$ cat src/rtl/regptr_pkg.sv
package regptr_pkg;
    localparam int PTR_W  = 8;
    localparam int BANK_W = 2;

    localparam logic [BANK_W-1:0] BANK_TIME = 2'd0;
    localparam logic [BANK_W-1:0] BANK_NV_A = 2'd1;
    localparam logic [BANK_W-1:0] BANK_NV_B = 2'd2;
    localparam logic [BANK_W-1:0] BANK_RSVD = 2'd3;

    typedef logic [PTR_W-1:0]  ptr_t;
    typedef logic [BANK_W-1:0] bank_t;

    typedef struct packed {
        bank_t bank;
        ptr_t  ptr;
    } ptr_state_t;
endpackage

$ cat src/rtl/regptr_step.sv
module regptr_step
    import regptr_pkg::*;
#(
    parameter int TIME_REGS = 13,
    parameter int PAGE_BITS = 3
) (
    input  bank_t bank,
    input  ptr_t  ptr,
    input  logic  is_write,
    output ptr_t  ptr_next,
    output logic  time_wrap
);
    localparam ptr_t LAST_TIME = ptr_t'(TIME_REGS - 1);

    logic [PAGE_BITS-1:0] page_off;

    always_comb begin
        page_off  = ptr[PAGE_BITS-1:0] + 1'b1;
        time_wrap = 1'b0;
        ptr_next  = ptr + 1'b1;
        if (bank == BANK_TIME) begin
            if (ptr >= LAST_TIME) begin
                ptr_next  = '0;
                time_wrap = 1'b1;
            end
        end else if (is_write) begin
            ptr_next = {ptr[PTR_W-1:PAGE_BITS], page_off};
        end
    end
endmodule

$ cat src/rtl/regptr_shadow.sv
module regptr_shadow
    import regptr_pkg::*;
#(
    parameter int TIME_REGS = 13
) (
    input  logic                   clk,
    input  logic                   rst_n,
    input  logic                   snap,
    input  logic [8*TIME_REGS-1:0] live_flat,
    input  ptr_t                   rd_idx,
    input  logic                   rd_en,
    output logic [7:0]             rd_data
);
    localparam int IDX_W = $clog2(TIME_REGS);

    logic [TIME_REGS-1:0][7:0] sh_d, sh_q;
    logic [IDX_W-1:0]          idx;

    always_comb begin
        sh_d = sh_q;
        if (snap) sh_d = live_flat;
        idx     = rd_idx[IDX_W-1:0];
        rd_data = 8'h00;
        if (rd_en && (rd_idx < ptr_t'(TIME_REGS))) rd_data = sh_q[idx];
    end

    always_ff @(posedge clk or negedge rst_n) begin
        if (!rst_n) sh_q <= '0;
        else        sh_q <= sh_d;
    end

    AST_SNAP_COPY: assert property (@(posedge clk) disable iff (!rst_n)
        snap |=> (sh_q == $past(live_flat)));
    AST_SHADOW_HOLD: assert property (@(posedge clk) disable iff (!rst_n)
        !snap |=> $stable(sh_q));
endmodule

$ cat src/rtl/regptr_ctrl.sv
module regptr_ctrl
    import regptr_pkg::*;
#(
    parameter int TIME_REGS = 13,
    parameter int PAGE_BITS = 3
) (
    input  logic                   clk,
    input  logic                   rst_n,
    input  logic                   bus_start,
    input  logic                   addr_valid,
    input  logic [1:0]             bank_sel,
    input  logic                   ptr_load,
    input  logic [7:0]             ptr_data,
    input  logic                   rd_strobe,
    input  logic                   wr_strobe,
    input  logic [8*TIME_REGS-1:0] live_time,
    output logic [9:0]             eff_addr,
    output logic [7:0]             rd_data,
    output logic                   time_we,
    output logic                   nv_we
);
    ptr_state_t st_d, st_q;
    ptr_t       step_ptr;
    logic       step_wrap;
    logic       advance;
    logic       snap;

    regptr_step #(.TIME_REGS(TIME_REGS), .PAGE_BITS(PAGE_BITS)) u_step (
        .bank      (st_q.bank),
        .ptr       (st_q.ptr),
        .is_write  (wr_strobe),
        .ptr_next  (step_ptr),
        .time_wrap (step_wrap)
    );

    always_comb begin
        st_d    = st_q;
        advance = !ptr_load && (rd_strobe || wr_strobe);
        if (addr_valid && bank_sel != BANK_RSVD) st_d.bank = bank_sel;
        if (ptr_load)     st_d.ptr = ptr_data;
        else if (advance) st_d.ptr = step_ptr;
        snap    = bus_start || (advance && step_wrap);
        time_we = wr_strobe && !ptr_load && st_q.bank == BANK_TIME
                  && st_q.ptr < ptr_t'(TIME_REGS);
        nv_we   = wr_strobe && !ptr_load
                  && (st_q.bank == BANK_NV_A || st_q.bank == BANK_NV_B);
    end

    always_ff @(posedge clk or negedge rst_n) begin
        if (!rst_n) st_q <= '0;
        else        st_q <= st_d;
    end

    regptr_shadow #(.TIME_REGS(TIME_REGS)) u_shadow (
        .clk       (clk),
        .rst_n     (rst_n),
        .snap      (snap),
        .live_flat (live_time),
        .rd_idx    (st_q.ptr),
        .rd_en     (st_q.bank == BANK_TIME),
        .rd_data   (rd_data)
    );

    assign eff_addr = {st_q.bank, st_q.ptr};

    AST_BANK_HOLD: assert property (@(posedge clk) disable iff (!rst_n)
        !addr_valid |=> $stable(eff_addr[9:8]));
    AST_TIME_WRAP: assert property (@(posedge clk) disable iff (!rst_n)
        (eff_addr[9:8] == 2'd0 && eff_addr[7:0] == 8'(TIME_REGS - 1)
         && (rd_strobe || wr_strobe) && !ptr_load) |=> eff_addr[7:0] == 8'h00);
    AST_READ_WRAP: assert property (@(posedge clk) disable iff (!rst_n)
        (eff_addr[9:8] != 2'd0 && eff_addr[7:0] == 8'hFF && rd_strobe
         && !wr_strobe && !ptr_load) |=> eff_addr[7:0] == 8'h00);
    AST_PAGE_WRAP: assert property (@(posedge clk) disable iff (!rst_n)
        (eff_addr[9:8] != 2'd0 && wr_strobe && !ptr_load)
        |=> eff_addr[7:PAGE_BITS] == $past(eff_addr[7:PAGE_BITS]));
    AST_LOAD_WINS: assert property (@(posedge clk) disable iff (!rst_n)
        ptr_load |=> eff_addr[7:0] == $past(ptr_data));
    AST_WE_EXCL: assert property (@(posedge clk) disable iff (!rst_n)
        !(time_we && nv_we));
endmodule

$ cat config.mk
export PLATFORM = sky130hd
export DESIGN_NAME = regptr_ctrl
export DESIGN_NICKNAME = d
export VERILOG_FILES = /design/src/rtl/regptr_pkg.sv /design/src/rtl/regptr_step.sv /design/src/rtl/regptr_shadow.sv /design/src/rtl/regptr_ctrl.sv
export SDC_FILE = /design/constraint.sdc
export NUM_CORES = 1
export LEC_CHECK = 0
export BUFFER_PORTS_ARGS = -buffer_cell sky130_fd_sc_hd__buf_2
export CAP_MARGIN = 20
export CORE_MARGIN = 5
export CORE_UTILIZATION = 35
export DETAILED_ROUTE_END_ITERATION = 10
export GPL_TIMING_DRIVEN = 0
export PLACE_DENSITY = 0.54
export SLEW_MARGIN = 30
export SYNTH_ARGS = -nofsm -noshare
export SYNTH_HDL_FRONTEND = slang
export SYNTH_SLANG_ARGS = --single-unit
$ cat constraint.sdc
create_clock -name clk -period 2.65 [get_ports clk]
set_input_delay 0.3975 -clock clk [delete_from_list [all_inputs] [get_ports clk]]
set_output_delay 0.3975 -clock clk [all_outputs]
set_load 0.01 [all_outputs]
-- Word level (Yosys, flattened, before mapping)
Index checks and enable logic that the tools add are counted.
W data, S select, Z words.
- bits of input ports: 121
- output and inout port bits: 20
- register bits: 114
- $lt $le $gt $ge: 3
- equal/unequal tests: 4
- add/sub/neg operators: 2
- muxes and demuxes: 10
- reduce and logical (&&, ||, !) cells: 15
- operators with widths (operator ; count):
    $mux W8 ; 7
    $bmux W8 S4 ; 1
    $add A8 B1 Y8 const B ; 1
    $ge A8 B4 Y1 const B ; 1
    $logic_and A1 B1 Y1 ; 8
    $lt A8 B4 Y1 const B ; 1
    $lt A4 B5 Y1 const B ; 1
    $add A3 B1 Y3 const B ; 1
    $logic_or A1 B1 Y1 ; 3
    $ne A3 B2 Y1 const B ; 1
    $eq A2 B1 Y1 const B ; 1
    $eq A2 B2 Y1 const B ; 1
    $logic_not A2 Y1 ; 1
    $mux W1 ; 2
    $ne A2 B2 Y1 const B ; 1
    $reduce_and A2 Y1 ; 1
    $reduce_bool A2 Y1 ; 1
    $logic_not A1 Y1 ; 1

-- Depth between registers and ports, before layout
Gate-level depths: netlist of run 1.
- word-level depth: 5
- depth in mapped cells: 9

-- Hierarchy
Synthesis of run 1 repeated with hierarchy kept, for this count alone.
- cell total of the unflattened synthesis: 419
- area total of the unflattened synthesis: 5569.1 um2
- modules (own cells, without submodules) (module ; sequential area each (um2) ; area an instance (um2) ; instances ; cells each):
    regptr_shadow ; 2602.5 ; 4763.3 ; 1 ; 325
    regptr_ctrl ; 250.2 ; 590.6 ; 1 ; 60
    regptr_step ; 0.0 ; 215.2 ; 1 ; 34

-- Worst setup path after synthesis of run 1
Ideal clock, no wire load.
- path type: reg2out
- start point: register st_q, in the netlist eff_addr[0]
- end point: output port time_we
- path buffers: 3
- stages on the path, launching flop included: 8
- data required time: 2253 ps
- data arrival time: 1993 ps
- path slack: 260 ps
- cell sequence: dfrtp_1 buf_4 buf_4 buf_4 clkinv_1 ha_1 o211ai_1 nor3b_1
- cells in the longest elaborated chain, start to end: 2
- ends and longest elaborated chain (element ; RTL line ; source):
    start: declaration ; regptr_ctrl.sv:22 ; ptr_state_t st_d, st_q;
    start signal: assignment ; regptr_ctrl.sv:51 ; else st_q <= st_d;
    $lt A8 B4 Y1 ; regptr_ctrl.sv:44 ; && st_q.ptr < ptr_t'(TIME_REGS);
    $logic_and A1 B1 Y1 ; regptr_ctrl.sv:44 ;
    end: declaration ; regptr_ctrl.sv:19 ; output logic time_we,
No other way between the ends.

-- Final worst setup path of run 1
- start point: register st_q, in the netlist eff_addr[0]
- end point: output port rd_data[2]
- cells in the longest elaborated chain, start to end: 3
- elaborated cells between the ends (all ways): 5
- classes of those cells: order compare (1); mux (3); reduce/logical (1)
- ends and longest elaborated chain (element ; RTL line ; source):
    $lt A8 B4 Y1 / $bmux W8 S4 (equally long branches) ; regptr_shadow.sv:24 ; if (rd_en && (rd_idx < ptr_t'(TIME_REGS))) rd_data = sh_q[idx];
    $logic_and A1 B1 Y1 / $mux W8 (equally long branches) ; regptr_shadow.sv:24 ;
    $mux W8 (*) ; regptr_shadow.sv:24 ;
    end: declaration ; regptr_ctrl.sv:18 ; output logic [7:0] rd_data,
Mark *: on every way between the ends. The rest lies on a longest branch, timed or not. The select of a mux whose other input is x is not followed.

==> results of run 1 <==
## worst max-delay path: stages (launching register included)
cell	delay (ns)
dfrtp_1	0.37
buf_6	0.16
buf_12	0.13
mux4_2	0.54
and2_4	0.17
a211oi_4	0.22
a311oi_2	0.06
buf_2	0.16
## sequential cells by signal (all words and copies together) (netlist names)
register       flops
u_shadow.sh_q    104
eff_addr          10
## routing by layer
layer	track usage (%)	wire length (µm)
met1	22.2	7270
met2	26.5	7750
met3	4.87	750
met4	5.25	238
met5	0	0
## path summary, 6_finish.rpt
kind	end	slack [ns]
worst max-delay path	rd_data[2]	0.02
worst min register to register	u_shadow.sh_q[69]	0.50
max in group asynchronous	u_shadow.sh_q[93]	1.49
worst min-delay path	eff_addr[1]	0.21
worst max register to register	u_shadow.sh_q[42]	0.33
min in group asynchronous	u_shadow.sh_q[21]	0.50
## synth_stat cells, types with 2 or more instances
cell type and count:
dfrtp_1 114, mux2_4 60, mux2_2 52, nand2_1 25
mux4_2 16, nor2_1 12, o21ai_0 11, clkbuf_1 10
and2_1 9, buf_4 8, mux2i_1 8, a211oi_1 7
a311oi_1 7, buf_12 7, nand3_1 7, nand3b_1 7
nand4_1 5, a21oi_1 4, inv_1 4, nor2b_1 4
ha_1 3, a21o_1 2, a22oi_1 2, a2bb2oi_1 2
and3_1 2, buf_1 2, clkinv_1 2, nor4_1 2
o211ai_1 2, o31a_1 2
## power by group through the flow
stage	Clock [mW]	Combinational, mW	Sequential (mW)
after floorplan	0	0.769	2.08
after detailed placement	0	1.14	2.12
after CTS	2.61	1.30	2.09
after global routing	2.68	1.43	2.12
after global placement	0	1.12	2.11
final	2.55	1.33	2.10
## area by class of cell
cell class              count  share of cell area, %
clock buffers              23                   6.17
flip-flops and latches    114                   36.1
inverters                   6                  0.490
plain buffers              28                   4.10
repair buffers            155                   11.2
well taps                 220                   3.48
multi-input cells         266                   36.3
clock inverters             9                   2.21
## repair_timing
item / CTS / global route
cloned: 1 / 0
hold endpoints to repair: 52 / 0
setup buffers: 6 / 7
resized for setup: 56 / 12
setup endpoints to repair: 9 / 8
pin swaps: 18 / 3
hold buffers: 1 / 0
## cell usage in the layout, fill, tap and decap left out, drive strengths merged, types with 3 or more instances in the layout
cell type	Yosys	routed
and2	9	9
nand4	5	5
a311oi	7	7
mux2i	8	8
ha	3	3
clkinv	2	4
nor2b	4	4
nand3b	7	7
mux4	16	16
dfrtp	114	114
clkinvlp	0	3
o21ai	12	12
mux2	112	112
nand2	25	25
nor2	12	12
buf	18	173
clkbuf	10	32
nand3	7	7
bufinv	0	5
a211oi	7	7
a21oi	4	4
inv	4	3
## logic make-up (layout without fill, tap and decap cells)
logic type	Yosys count	after routing	synth area share, %
compound gates	48	48	5.89
simple gates	79	79	7.04
flops	114	114	48.8
buf+inv	34	221	4.67
mux	136	136	33.0
fa+ha+maj	3	3	0.642
==> flow_summary.ini, run 1 <==
[finish]
layout-drive-gt1-share_pct = 60.4
seqCellArea_um2 = 2850
diodes = 0
syn2layout_area_growth_pct = 35.4
utilization_pct = 48.1
multiInputGateArea_um2 = 2870
fillers = 1512
final_cells = 821
nets = 712
finalInstanceArea_um2 = 7910

[place]
placed_cell_area_um2 = 6850
dp_cells = 774
post-dp-hpwl_um = 11600
place_congestion = 0.857
place_ws_ns = -0.555
numPortBuffers = 139

[flow_run]
drv_cap = 0

[detailed_routing]
final_antenna_net_count = 0
via_count = 4087
drt_iter0_markers = 191
viasPerCell = 4.98
drt-pass1-iter-count = 4
drc = 0
wl_per_cell_um = 19.5
drt-total-wl_um = 16000

[floorplan]
fp.coreArea_um2 = 16500
fp.dieH_um = 139
chipWidth_um = 139
ioPinCount = 141
rows = 47
start_util_pct = 35.5
die_area_um2 = 19400

[clocking]
cts_root_buffer = clkbuf_16
cts_tree = done
clk_path_buf_depth = 2
htree_levels = 4
cts.sinks = 114
cts_buffers = 17
path_clk_slew_ns = 0.05
worstSkewPairLatency_ns = 0.41

[min_path]
hp-class = primary input to flip-flop
min_path_cells = 3
min_from = ptr_data[1]

[global_routing]
grt_pass1_wl_um = 25000
grt_max_degree = 63
antenna_found_initial = 0
gr-usage-all-layers_pct = 16.7
gr-total-overflow = 0
first_global_vias = 4477

[sta]
setup_viol = 0
finalMaxSlewViolations = 0
clock.fmax_mhz = 380
hold_slack_ns = 0.209
rsz0062_at_grt = yes
timing.final.ws_setup_ns = 0.0166
post-route-period-util_pct = 99.4
finalCriticalPeriod_ns = 2.63
fin_setup_tns_ns = 0
tightest_slew_ns = 0.657
final.setup_skew_ns = 0.00839
hold_viol = 0
slew_headroom_pct = 54.9

[power_and_ir_drop]
vdd_drop_max_v = 0.000467
power.internal_mw = 4.46
pwr-share-comb_pct = 22.2
power.total_mw = 5.98
switching_share_pct = 25.4
power_frac_seq_pct = 35.1
switchingPower_mw = 1.52
pwr-share-clk_pct = 42.7
pwr_density_cell_nw_per_um2 = 756
cellLeakagePower_nw = 3.62

[logic_synthesis]
syn-num-nets = 538
syn-cell-area_um2 = 5850
synth_seq_cells = 114
synth-edff-count = 0
postSynthCellCount = 414
yosysTopAreaCell = dfrtp_1
avgSynthCellArea_um2 = 14.1
synth_flop_cell = dfrtp_1
yosysWarningCount = 0
seq_area_frac_synth_pct = 48.8
yosysTopAreaCellShare_pct = 48.8
synth_area_leaders = dfrtp_1 (49%), mux2_4 (15%), mux2_2 (10%)
synth-async-reset-ratio_pct = 100
synth_cell_types = 46

[worst_setup_path]
arrival_ns = 2.24
setup.worst_path.start = eff_addr[0]
startpoint_type = flip-flop
crit_fanout = 5
path_class = flip-flop to output pin
endpoint_kind = output pin
reg2reg_depth = 7
r2r-start = eff_addr[7]
worstPathRequired_ns = 2.25

[run_status]
status = completed
(Power assumes the default switching activity.)
==> run 2: changes to the inputs <==
==> constraint.sdc (replaced) <==
create_clock -name clk -period 2.65 [get_ports clk]
set_input_delay 0.265 -clock clk [delete_from_list [all_inputs] [get_ports clk]]
set_output_delay 0.265 -clock clk [all_outputs]
set_load 0.01 [all_outputs]
==> run 2 against run 1 <==
Against the previous run: core utilization decreased by 1.1 points; hold slack worse by 0.13 ns; sequential power is essentially flat; sequential share of layout area rose by 0.82 points; via count decreased by 1.2%; count of clock-buffer cells in the layout stayed put; cell area is 2.2% lower; global-route usage is 0.11 points lower; largest power group unchanged.
==> flow_summary.ini, run 2 (same netlist as run 1, synthesis figures left out) <==
[run_status]
status = completed

[finish]
nets = 705
diodes = 0
layout-drive-gt1-share_pct = 58.2
layout_commonest_cell = buf_2
finalInstanceArea_um2 = 7740
max_flop_register = u_shadow.sh_q
mostFrequentLayoutCells = buf_2 (138), dfrtp_1 (113), mux2_4 (60), mux2_2 (52), nand2_1 (25)
fillers = 1518
largest_reg_flops = 104
final_cells = 814
utilization_pct = 47.0
syn2layout_area_growth_pct = 32.3

[sta]
hold_viol = 0
slew_headroom_pct = 55.9
setup_viol = 0
rsz0062_at_grt = yes
finalCriticalPeriod_ns = 2.61
final.setup_skew_ns = 0.00755
clock.fmax_mhz = 383
timing.final.ws_setup_ns = 0.0409
hold_slack_ns = 0.0759
fin_setup_tns_ns = 0
post-route-period-util_pct = 98.5
tightest_slew_ns = 0.643
finalMaxSlewViolations = 0

[detailed_routing]
drc = 0
drt-pass1-iter-count = 4
drt_iter0_markers = 202
via_count = 4036
viasPerCell = 4.96
final_antenna_net_count = 0
drt-total-wl_um = 15900
wl_per_cell_um = 19.6

[power_and_ir_drop]
switchingPower_mw = 1.48
pwr-share-comb_pct = 20.9
pwr_density_cell_nw_per_um2 = 760
cellLeakagePower_nw = 3.55
pwr-share-clk_pct = 43.5
vdd_drop_max_v = 0.000459
power_frac_seq_pct = 35.6
power.total_mw = 5.88
power.internal_mw = 4.40
switching_share_pct = 25.2

[min_path]
min_from = ptr_data[1]
min_path_cells = 3
worstHoldEndpoint = eff_addr[1]
hp-class = primary input to flip-flop

[global_routing]
first_global_vias = 4443
antenna_found_initial = 0
gr-usage-all-layers_pct = 16.6
grt_max_degree = 63
gr-total-overflow = 0
grt_pass1_wl_um = 24800

[floorplan]
ioPinCount = 141
fp.dieH_um = 139
rows = 47
chipWidth_um = 139
die_area_um2 = 19400
start_util_pct = 35.5
fp.coreArea_um2 = 16500

[worst_setup_path]
worstPathRequired_ns = 2.38
r2r_slack_ns = 0.32
critPathBufInv = 3
path_class = flip-flop to output pin
r2r-start = eff_addr[6]
crit_fanout = 10
cp_top_family = multiplexers
cp_cell_sequence = buf_6 -> buf_12 -> mux4_2 -> a211oi_2 -> a311oi_1 -> buf_2
endpoint_kind = output pin
slowest_delay_ns = 0.56
reg2reg_depth = 7
cpMaxStageDelayCell = mux4_2
startpoint_type = flip-flop
r2r_end = u_shadow.sh_q[60]
arrival_ns = 2.34

[clocking]
clk_path_buf_depth = 2
cts.sinks = 114
cts_buffers = 17
cts_root_buffer = clkbuf_16
path_clk_slew_ns = 0.05
htree_levels = 4
cts_tree = done
worstSkewPairLatency_ns = 0.42

[flow_run]
drv_cap = 0

[place]
placed_cell_area_um2 = 6850
place_ws_ns = -0.422
place_congestion = 0.857
dp_cells = 774
numPortBuffers = 139
post-dp-hpwl_um = 11600
[run 2: timing repair]
item                                    in CTS  in global routing
buffers inserted                             4                  3
endpoints found under the setup margin       9                  8
endpoints found under the hold margin       52                  0
hold buffers                                 1                  0
gates resized for setup                     28                 16
pin swaps                                    6                  3
[run 2: how the worst max path moves through the flow]
stage	end	slack (ns)	from	cells past startpoint
2_1_floorplan	time_we	0.39	eff_addr[0]	7
6_report	rd_data[1]	0.04	eff_addr[0]	6
5_1_grt	rd_data[5]	-0.02	eff_addr[0]	7
3_5_place_dp	rd_data[5]	-0.42	eff_addr[1]	6
3_3_place_gp	rd_data[5]	-0.44	eff_addr[1]	6
4_1_cts	rd_data[5]	-0.0007	eff_addr[0]	9
[run 2: area by class of cell]
cell class,instances,area [µm²],area share (%)
Multi-Input combinational cell,266,2810,36.3
Sequential cell,114,2850,36.9
Buffer,28,300,3.88
Inverter,6,27.5,0.356
Tap cell,220,275,3.56
Clock inverter,9,175,2.26
Timing Repair Buffer,148,808,10.4
Clock buffer,23,488,6.31
[run 2: layer usage]
layer  routed length [µm]  vias to the layer above  share of wire (%)  track usage, %
li1                     -                     1875                  -               -
met1                 7230                     2019                 45            22.1
met2                 7620                      121                 48            26.4
met3                  839                       21                5.3            4.80
met4                  242                        0                1.5            4.99
met5                    0                        -                  0               0
[run 2: tightest hold or removal path: cells and delay by family]
| kind | cells | cell delay [ns] |
|---|---|---|
| buf+inv | 1 | 0.08 |
| compound gates | 1 | 0.06 |
| simple gates | 1 | 0.04 |
[run 2: power by group through the flow]
stage	sequential, mW	combinational [mW]	clock, mW
2_1_floorplan	2.08	0.769	0
3_3_place_gp	2.11	1.12	0
3_5_place_dp	2.12	1.14	0
4_1_cts	2.09	1.20	2.61
5_1_grt	2.12	1.32	2.68
6_report	2.10	1.23	2.56
